==> src/rtl/stk_pkg.sv <==
`timescale 1ns/1ps
package stk_pkg;
  localparam int OP_N    = 6;
  localparam int OP_CALL = 0;
  localparam int OP_RET  = 1;
  localparam int OP_INT  = 2;
  localparam int OP_IRET = 3;
  localparam int OP_PUSH = 4;
  localparam int OP_POP  = 5;
  localparam int STEP_W  = 2;
  localparam int WORD_BYTES = 2;
  typedef enum logic {ST_IDLE, ST_RUN} seq_state_e;
endpackage

==> src/rtl/stk_rst_sync.sv <==
`timescale 1ns/1ps
module stk_rst_sync (
  input  logic clk,
  input  logic rst_n,
  output logic rst_n_sync
);
  logic [1:0] sync_q;

  always_ff @(posedge clk or negedge rst_n) begin
    if (!rst_n) sync_q <= 2'b00;
    else        sync_q <= {sync_q[0], 1'b1};
  end

  assign rst_n_sync = sync_q[1];
endmodule

==> src/rtl/stk_sp_unit.sv <==
`timescale 1ns/1ps
module stk_sp_unit #(
  parameter int AW = 16,
  parameter logic [AW-1:0] SP_RST = 16'h0100
) (
  input  logic          clk,
  input  logic          rst_n,
  input  logic          ld,
  input  logic [AW-1:0] ld_val,
  input  logic          dec,
  input  logic          inc,
  output logic [AW-1:0] sp,
  output logic [AW-1:0] sp_m2
);
  import stk_pkg::*;
  localparam logic [AW-1:0] STEP = AW'(WORD_BYTES);

  logic [AW-1:0] sp_q, sp_d;
  logic          sp_en;

  assign sp_m2 = sp_q - STEP;
  assign sp_en = ld | dec | inc;

  always_comb begin
    sp_d = sp_q;
    if (ld)       sp_d = ld_val;
    else if (dec) sp_d = sp_m2;
    else if (inc) sp_d = sp_q + STEP;
  end

  always_ff @(posedge clk or negedge rst_n) begin
    if (!rst_n)     sp_q <= SP_RST;
    else if (sp_en) sp_q <= sp_d;
  end

  assign sp = sp_q;

  assert_one_sp_source_R10: assert property (@(posedge clk) disable iff (!rst_n)
    $onehot0({ld, dec, inc}));
endmodule

==> src/rtl/stk_seq.sv <==
`timescale 1ns/1ps
module stk_seq #(
  parameter int DW = 16,
  parameter int AW = 16
) (
  input  logic                    clk,
  input  logic                    rst_n,
  input  logic                    cmd_valid,
  input  logic [stk_pkg::OP_N-1:0] cmd_op,
  input  logic [DW-1:0]           cmd_target,
  input  logic [DW-1:0]           cur_ip,
  input  logic [DW-1:0]           cur_cs,
  input  logic [DW-1:0]           cur_fr,
  input  logic [DW-1:0]           push_data,
  input  logic                    sp_load,
  input  logic [AW-1:0]           sp,
  input  logic [AW-1:0]           sp_m2,
  output logic                    busy,
  output logic                    cmd_reject,
  output logic                    done,
  output logic                    sp_dec,
  output logic                    sp_inc,
  output logic [AW-1:0]           mem_addr,
  output logic                    mem_we,
  output logic                    mem_re,
  output logic [DW-1:0]           mem_wdata,
  output logic                    cap_ip,
  output logic                    cap_cs,
  output logic                    cap_fr,
  output logic                    cap_pop,
  output logic                    ld_tgt,
  output logic [DW-1:0]           tgt
);
  import stk_pkg::*;
  localparam logic [STEP_W-1:0] LAST_MULTI = STEP_W'(2);

  seq_state_e        st_q, st_d;
  logic [OP_N-1:0]   op_q;
  logic [STEP_W-1:0] step_q, step_d;
  logic [DW-1:0]     ip_q, cs_q, fr_q, tgt_q, pd_q;
  logic              done_q, done_d, rej_q, rej_d;
  logic              running, accept, is_push, is_pop, multi, last;

  assign running = (st_q == ST_RUN);
  assign accept  = !running && cmd_valid && $onehot(cmd_op) && !sp_load;
  assign rej_d   = cmd_valid && !accept;
  assign is_push = op_q[OP_CALL] | op_q[OP_INT]  | op_q[OP_PUSH];
  assign is_pop  = op_q[OP_RET]  | op_q[OP_IRET] | op_q[OP_POP];
  assign multi   = op_q[OP_INT]  | op_q[OP_IRET];
  assign last    = multi ? (step_q == LAST_MULTI) : 1'b1;

  // next state
  always_comb begin
    st_d   = st_q;
    step_d = step_q;
    done_d = 1'b0;
    if (accept) begin
      st_d   = ST_RUN;
      step_d = '0;
    end else if (running) begin
      step_d = step_q + 1'b1;
      if (last) begin
        st_d   = ST_IDLE;
        done_d = 1'b1;
      end
    end
  end

  // memory step decode
  always_comb begin
    mem_we    = running && is_push;
    mem_re    = running && is_pop;
    mem_addr  = is_push ? sp_m2 : sp;
    mem_wdata = pd_q;
    if (op_q[OP_CALL]) mem_wdata = ip_q;
    if (op_q[OP_INT]) begin
      case (step_q)
        2'd0:    mem_wdata = fr_q;
        2'd1:    mem_wdata = cs_q;
        default: mem_wdata = ip_q;
      endcase
    end
    cap_ip  = running && (op_q[OP_RET] || (op_q[OP_IRET] && step_q == 2'd0));
    cap_cs  = running && op_q[OP_IRET] && (step_q == 2'd1);
    cap_fr  = running && op_q[OP_IRET] && (step_q == 2'd2);
    cap_pop = running && op_q[OP_POP];
    ld_tgt  = running && last && (op_q[OP_CALL] || op_q[OP_INT]);
  end

  assign sp_dec = mem_we;
  assign sp_inc = mem_re;

  always_ff @(posedge clk or negedge rst_n) begin
    if (!rst_n) begin
      st_q   <= ST_IDLE;
      step_q <= '0;
      done_q <= 1'b0;
      rej_q  <= 1'b0;
    end else begin
      st_q   <= st_d;
      step_q <= step_d;
      done_q <= done_d;
      rej_q  <= rej_d;
    end
  end

  always_ff @(posedge clk or negedge rst_n) begin
    if (!rst_n) begin
      op_q  <= '0;
      ip_q  <= '0;
      cs_q  <= '0;
      fr_q  <= '0;
      tgt_q <= '0;
      pd_q  <= '0;
    end else if (accept) begin
      op_q  <= cmd_op;
      ip_q  <= cur_ip;
      cs_q  <= cur_cs;
      fr_q  <= cur_fr;
      tgt_q <= cmd_target;
      pd_q  <= push_data;
    end
  end

  assign busy       = running;
  assign done       = done_q;
  assign cmd_reject = rej_q;
  assign tgt        = tgt_q;

  assert_single_access_R2: assert property (@(posedge clk) disable iff (!rst_n)
    !(mem_we && mem_re));
  assert_done_pulse_R4: assert property (@(posedge clk) disable iff (!rst_n)
    done |=> !done);
  assert_reject_source_R9: assert property (@(posedge clk) disable iff (!rst_n)
    cmd_reject |-> $past(cmd_valid));
endmodule

==> src/rtl/stk_restore.sv <==
`timescale 1ns/1ps
module stk_restore #(
  parameter int DW = 16
) (
  input  logic          clk,
  input  logic          rst_n,
  input  logic          cap_ip,
  input  logic          cap_cs,
  input  logic          cap_fr,
  input  logic          cap_pop,
  input  logic          ld_tgt,
  input  logic [DW-1:0] tgt,
  input  logic [DW-1:0] rdata,
  output logic [DW-1:0] ip_out,
  output logic [DW-1:0] cs_out,
  output logic [DW-1:0] fr_out,
  output logic [DW-1:0] pop_out
);
  logic [DW-1:0] ip_q, cs_q, fr_q, pop_q, ip_d;
  logic          ip_en;

  assign ip_en = ld_tgt | cap_ip;
  assign ip_d  = ld_tgt ? tgt : rdata;

  always_ff @(posedge clk or negedge rst_n) begin
    if (!rst_n) begin
      ip_q  <= '0;
      cs_q  <= '0;
      fr_q  <= '0;
      pop_q <= '0;
    end else begin
      if (ip_en)   ip_q  <= ip_d;
      if (cap_cs)  cs_q  <= rdata;
      if (cap_fr)  fr_q  <= rdata;
      if (cap_pop) pop_q <= rdata;
    end
  end

  assign ip_out  = ip_q;
  assign cs_out  = cs_q;
  assign fr_out  = fr_q;
  assign pop_out = pop_q;

  assert_capture_exclusive_R7: assert property (@(posedge clk) disable iff (!rst_n)
    $onehot0({ip_en, cap_cs, cap_fr, cap_pop}));
endmodule

==> src/rtl/callstack_seq.sv <==
`timescale 1ns/1ps
module callstack_seq #(
  parameter int DW = 16,
  parameter int AW = 16,
  parameter logic [AW-1:0] SP_RST = 16'h0100
) (
  input  logic          clk,
  input  logic          rst_n,
  input  logic          cmd_valid,
  input  logic [5:0]    cmd_op,
  input  logic [DW-1:0] cmd_target,
  input  logic [DW-1:0] cur_ip,
  input  logic [DW-1:0] cur_cs,
  input  logic [DW-1:0] cur_fr,
  input  logic [DW-1:0] push_data,
  input  logic          sp_load,
  input  logic [AW-1:0] sp_load_val,
  output logic [AW-1:0] mem_addr,
  output logic          mem_we,
  output logic          mem_re,
  output logic [DW-1:0] mem_wdata,
  input  logic [DW-1:0] mem_rdata,
  output logic          busy,
  output logic          cmd_reject,
  output logic          done,
  output logic [AW-1:0] sp,
  output logic [DW-1:0] ip_out,
  output logic [DW-1:0] cs_out,
  output logic [DW-1:0] fr_out,
  output logic [DW-1:0] pop_out
);
  logic          rst_s;
  logic          sp_dec, sp_inc, sp_ld;
  logic          cap_ip, cap_cs, cap_fr, cap_pop, ld_tgt;
  logic [AW-1:0] sp_m2;
  logic [DW-1:0] tgt;

  stk_rst_sync i_rst (.clk(clk), .rst_n(rst_n), .rst_n_sync(rst_s));

  assign sp_ld = sp_load && !busy;

  stk_sp_unit #(.AW(AW), .SP_RST(SP_RST)) i_sp (
    .clk(clk), .rst_n(rst_s), .ld(sp_ld), .ld_val(sp_load_val),
    .dec(sp_dec), .inc(sp_inc), .sp(sp), .sp_m2(sp_m2));

  stk_seq #(.DW(DW), .AW(AW)) i_seq (
    .clk(clk), .rst_n(rst_s), .cmd_valid(cmd_valid), .cmd_op(cmd_op),
    .cmd_target(cmd_target), .cur_ip(cur_ip), .cur_cs(cur_cs), .cur_fr(cur_fr),
    .push_data(push_data), .sp_load(sp_load), .sp(sp), .sp_m2(sp_m2),
    .busy(busy), .cmd_reject(cmd_reject), .done(done),
    .sp_dec(sp_dec), .sp_inc(sp_inc), .mem_addr(mem_addr), .mem_we(mem_we),
    .mem_re(mem_re), .mem_wdata(mem_wdata), .cap_ip(cap_ip), .cap_cs(cap_cs),
    .cap_fr(cap_fr), .cap_pop(cap_pop), .ld_tgt(ld_tgt), .tgt(tgt));

  stk_restore #(.DW(DW)) i_rest (
    .clk(clk), .rst_n(rst_s), .cap_ip(cap_ip), .cap_cs(cap_cs), .cap_fr(cap_fr),
    .cap_pop(cap_pop), .ld_tgt(ld_tgt), .tgt(tgt), .rdata(mem_rdata),
    .ip_out(ip_out), .cs_out(cs_out), .fr_out(fr_out), .pop_out(pop_out));

  assert_write_moves_sp_R2: assert property (@(posedge clk) disable iff (!rst_s)
    mem_we |=> (sp == $past(mem_addr)));
  assert_read_moves_sp_R3: assert property (@(posedge clk) disable iff (!rst_s)
    mem_re |=> (sp == $past(mem_addr) + AW'(2)));
  assert_access_only_busy_R9: assert property (@(posedge clk) disable iff (!rst_s)
    (mem_we || mem_re) |-> busy);
  assert_busy_load_ignored_R10: assert property (@(posedge clk) disable iff (!rst_s)
    (busy && !mem_we && !mem_re) |=> $stable(sp));
endmodule

==> config.mk <==
export PLATFORM = sky130hd
export DESIGN_NAME = callstack_seq
export DESIGN_NICKNAME = d
export VERILOG_FILES = /design/src/rtl/stk_pkg.sv /design/src/rtl/stk_rst_sync.sv /design/src/rtl/stk_sp_unit.sv /design/src/rtl/stk_seq.sv /design/src/rtl/stk_restore.sv /design/src/rtl/callstack_seq.sv
export SDC_FILE = /design/constraint.sdc
export NUM_CORES = 1
export LEC_CHECK = 0
export ABC_AREA = 1
export BUFFER_PORTS_ARGS = -buffer_cell sky130_fd_sc_hd__buf_2
export CAP_MARGIN = 20
export CORE_MARGIN = 3
export CORE_UTILIZATION = 56
export CTS_CLUSTER_DIAMETER = 60
export CTS_CLUSTER_SIZE = 20
export DETAILED_ROUTE_END_ITERATION = 6
export PLACE_DENSITY = 0.93
export SYNTH_ARGS = -nofsm -noshare
export SYNTH_HDL_FRONTEND = slang
export SYNTH_SLANG_ARGS = --single-unit
==> constraint.sdc <==
create_clock -name clk -period 14.2 [get_ports clk]
set_input_delay 0.71 -clock clk [delete_from_list [all_inputs] [get_ports clk]]
set_output_delay 0.71 -clock clk [all_outputs]
set_load 0.05 [all_outputs]
==> impl_metrics.env <==
export IMPL_yosysUniqueCellTypes=34
export IMPL_synth_enable_flop_cells=0
export IMPL_maxSlewViolCount=0
export IMPL_clk_latency_ps=430
export IMPL_pre_cts_ws_ps=10010
export IMPL_fmax_mhz=250.3
export IMPL_ys_ff_latch=173
export IMPL_antenna_found_initial=0
export IMPL_synth_nets=1176
export IMPL_powerDensity_mw_per_mm2=295.1
export IMPL_skew_ps=10.19
export IMPL_period_share=0.2813
export IMPL_clock_path_buffers=2
export IMPL_start_util=0.5869
export IMPL_reg2reg_depth=8
export IMPL_setup_tns_final_ps=0
export IMPL_crit_path_start="i_seq.op_q[0]$_DFFE_PN0P_"
export IMPL_postCtsSetupBuffers=0
export IMPL_first_pass_iters=6
export IMPL_cp_top_family="simple AND/OR/NAND/NOR gates"
export IMPL_cp_start_kind="flop"
export IMPL_final_nets=1380
export IMPL_synth_warnings=0
export IMPL_max_stage_delay_ps=830
export IMPL_grt_overflow=0
export IMPL_worstPathRequired_ps=13490
export IMPL_hold_viol_final=0
export IMPL_crit_chain="nor2_4 -> nand2_1 -> nand2_2 -> inv_1 -> buf_2"
export IMPL_final_cell_area_mm2=0.01014
export IMPL_layout_setup_ws_ps=10210
export IMPL_n_antenna_cell=0
export IMPL_clock_sinks=173
export IMPL_io_buffers=238
export IMPL_drt_iter0_markers=754
export IMPL_ys_flop_type="dfrtp_1"
export IMPL_worst_pin_slew_ps=1027
export IMPL_cp_arrival_ps=3280
export IMPL_finalCriticalPeriod_ps=3995
export IMPL_status="finished clean"
export IMPL_power_mw=2.993
export IMPL_wl_per_cell_um=16.68
export IMPL_cts_hold_fix_buffers=0
export IMPL_postCtsResizedCells=0
export IMPL_finalWirelength_um=24020
export IMPL_regToRegEndpoint="i_sp.sp[5]$_DFFE_PN0P_"
export IMPL_cp_end_kind="output pin"
export IMPL_critical_path_buf_inv_count=2
export IMPL_yosysMostFrequentCell="nand2_1"
export IMPL_dieArea_mm2=0.01639
export IMPL_ys_top_cells_by_count="nand2_1, dfrtp_1, o21ai_0"
export IMPL_track_usage=0.2915
export IMPL_placed_area_mm2=0.009512
export IMPL_core_area_mm2=0.01420
export IMPL_syn2layout_area_growth_pct=21.64
export IMPL_synth_top_area_frac=0.5163
export IMPL_grt_pass1_vias=7575
export IMPL_grt_max_degree=81
export IMPL_synth_area_leaders="dfrtp_1, nand2_1, o21ai_0, nand3_1, inv_1"
export IMPL_r2r_start="i_seq.op_q[0]$_DFFE_PN0P_"
export IMPL_ios=239
export IMPL_die_w_um=128.0
export IMPL_drive_gt1_frac=0.2452
export IMPL_route_detailed_drc=0
export IMPL_hpwlAfterDp_um=16850
export IMPL_die_h_um=128.0
export IMPL_worst_path_max_fanout=29
export IMPL_rsz0062_at_grt="false"
export IMPL_syn_area_mm2=0.008337
export IMPL_gp_congestion=0.9544
export IMPL_postSynthAreaPerCell_um2=7.993
export IMPL_hold_path_class="in -> async"
export IMPL_via_per_inst=5.613
export IMPL_cts_tree="done"
export IMPL_ant_nets=0
export IMPL_grt_first_pass_wirelength_um=37850
export IMPL_critPathSlowestCell="dfrtp_1"
export IMPL_setup_viol=0
export IMPL_rows=43
export IMPL_dr_total_vias=8082
export IMPL_clkTransAtPathRegs_ps=70
export IMPL_ys_seq_area_frac=0.5194
export IMPL_vdd_ir_drop_worst_mv=0.2125
export IMPL_critical_path_class="reg -> out"
export IMPL_numCtsBuffers=17
export IMPL_r2r_setup_slack_ps=11180
export IMPL_relSlewSlack=0.3138
export IMPL_p_leak_nw=5.417
export IMPL_cts_max_level=4
export IMPL_netlist_instances=1043
export IMPL_asyncSetResetFlopFracSynth=1.000
export IMPL_yosys_area_top_type="dfrtp_1"
export IMPL_fill_cells=1121
export IMPL_cts_root_buf="clkbuf_16"
export IMPL_drv_cap=0
==> worst max path at each step <==
stage | slack [ps] | end | cells after the start
floorplan | 9020 | i_rest.cs_out[0]$_DFFE_PN0P_ | 0
global placement | 10140 | i_seq.op_q[0]$_DFFE_PN0P_ | 11
detailed placement | 10010 | i_seq.op_q[4]$_DFFE_PN0P_ | 11
CTS | 10260 | mem_we | 5
global route | 10070 | mem_we | 5
finish | 10210 | mem_we | 5
==> cell usage in the layout, fill, tap and decap left out, drive strengths merged <==
cell | netlist | layout
o21ai | 73 | 73
dfrtp | 172 | 172
clkinv | 1 | 4
xor2 | 6 | 6
nor3 | 1 | 1
a31oi | 5 | 5
o221a | 16 | 16
nor2 | 49 | 49
buf | 32 | 245
clkinvlp | 0 | 2
nand2 | 465 | 465
a21oi | 35 | 35
inv | 54 | 55
nand4 | 7 | 7
a221oi | 16 | 16
dfstp | 1 | 1
conb | 1 | 1
fa | 2 | 2
xnor2 | 2 | 2
bufinv | 0 | 1
ha | 9 | 9
nor4 | 1 | 1
clkbuf | 28 | 25
o21bai | 1 | 1
a211oi | 1 | 1
o211ai | 7 | 7
nand3 | 58 | 58
==> power breakdown <==
group / internal [mW] / total (mW) / switching (mW) / leakage (nW)
clock network: 0.275 / 0.467 / 0.192 / 0.292
registers: 0.731 / 0.925 / 0.193 / 2.02
logic: 0.393 / 1.60 / 1.21 / 3.10
==> metal layers <==
layer | up-vias | GRT usage | share of wire
met1 | 3815 | 0.3942 | 0.40
met3 | 73 | 0.04917 | 0.081
li1 | 3765 | - | -
met2 | 429 | 0.4704 | 0.48
met4 | 0 | 0.1211 | 0.036
met5 | - | 0 | 0
==> metrics by stage <==
| step | hold WS [ps] | instances | util |
|---|---|---|---|
| after floorplan | 331.2 | 1043 | - |
| after global placement | 162.7 | 1407 | 0.6697 |
| after detailed placement | 165.3 | 1407 | 0.6697 |
| after CTS | 47.64 | 1439 | 0.7120 |
| after global routing | 46.79 | 1440 | 0.7140 |
| final | 50.45 | 1440 | 0.7140 |
==> kinds of logic (layout without fill, tap and decap cells) <==
family,after synthesis,after routing,synth area share
adder cells (fa/ha/maj),11,11,0.01831
XOR/XNOR,8,8,0.008405
AO/OA/AOI/OAI,154,154,0.1151
AND/OR/NAND/NOR,581,581,0.2787
flip-flops,173,173,0.5194
other,1,1,0.0004498
buffers and inverters,115,332,0.05958
==> registers in the layout, summed over array words and instances (netlist names), 2 cells and up <==
register        cells
i_rest.cs_out      16
i_rest.fr_out      16
i_seq.tgt          16
i_seq.cs_q         16
i_seq.pd_q         16
i_rst.sync_q        2
i_seq.op_q          6
i_sp.sp            16
i_seq.step_q        2
i_rest.ip_out      16
i_seq.fr_q         16
i_rest.pop_out     16
i_seq.ip_q         16
==> layout make-up <==
class / instances / area, um2 / area share
Timing Repair Buffer: 245 / 1264 / 0.1246
Tap cell: 180 / 225.2 / 0.02221
Clock buffer: 25 / 525.5 / 0.05182
Inverter: 55 / 206.4 / 0.02036
Sequential cell: 173 / 4334 / 0.4274
Multi-Input combinational cell: 755 / 3510 / 0.3461
Clock inverter: 7 / 76.32 / 0.007526
Note: power is estimated with default switching activity, not from simulation.
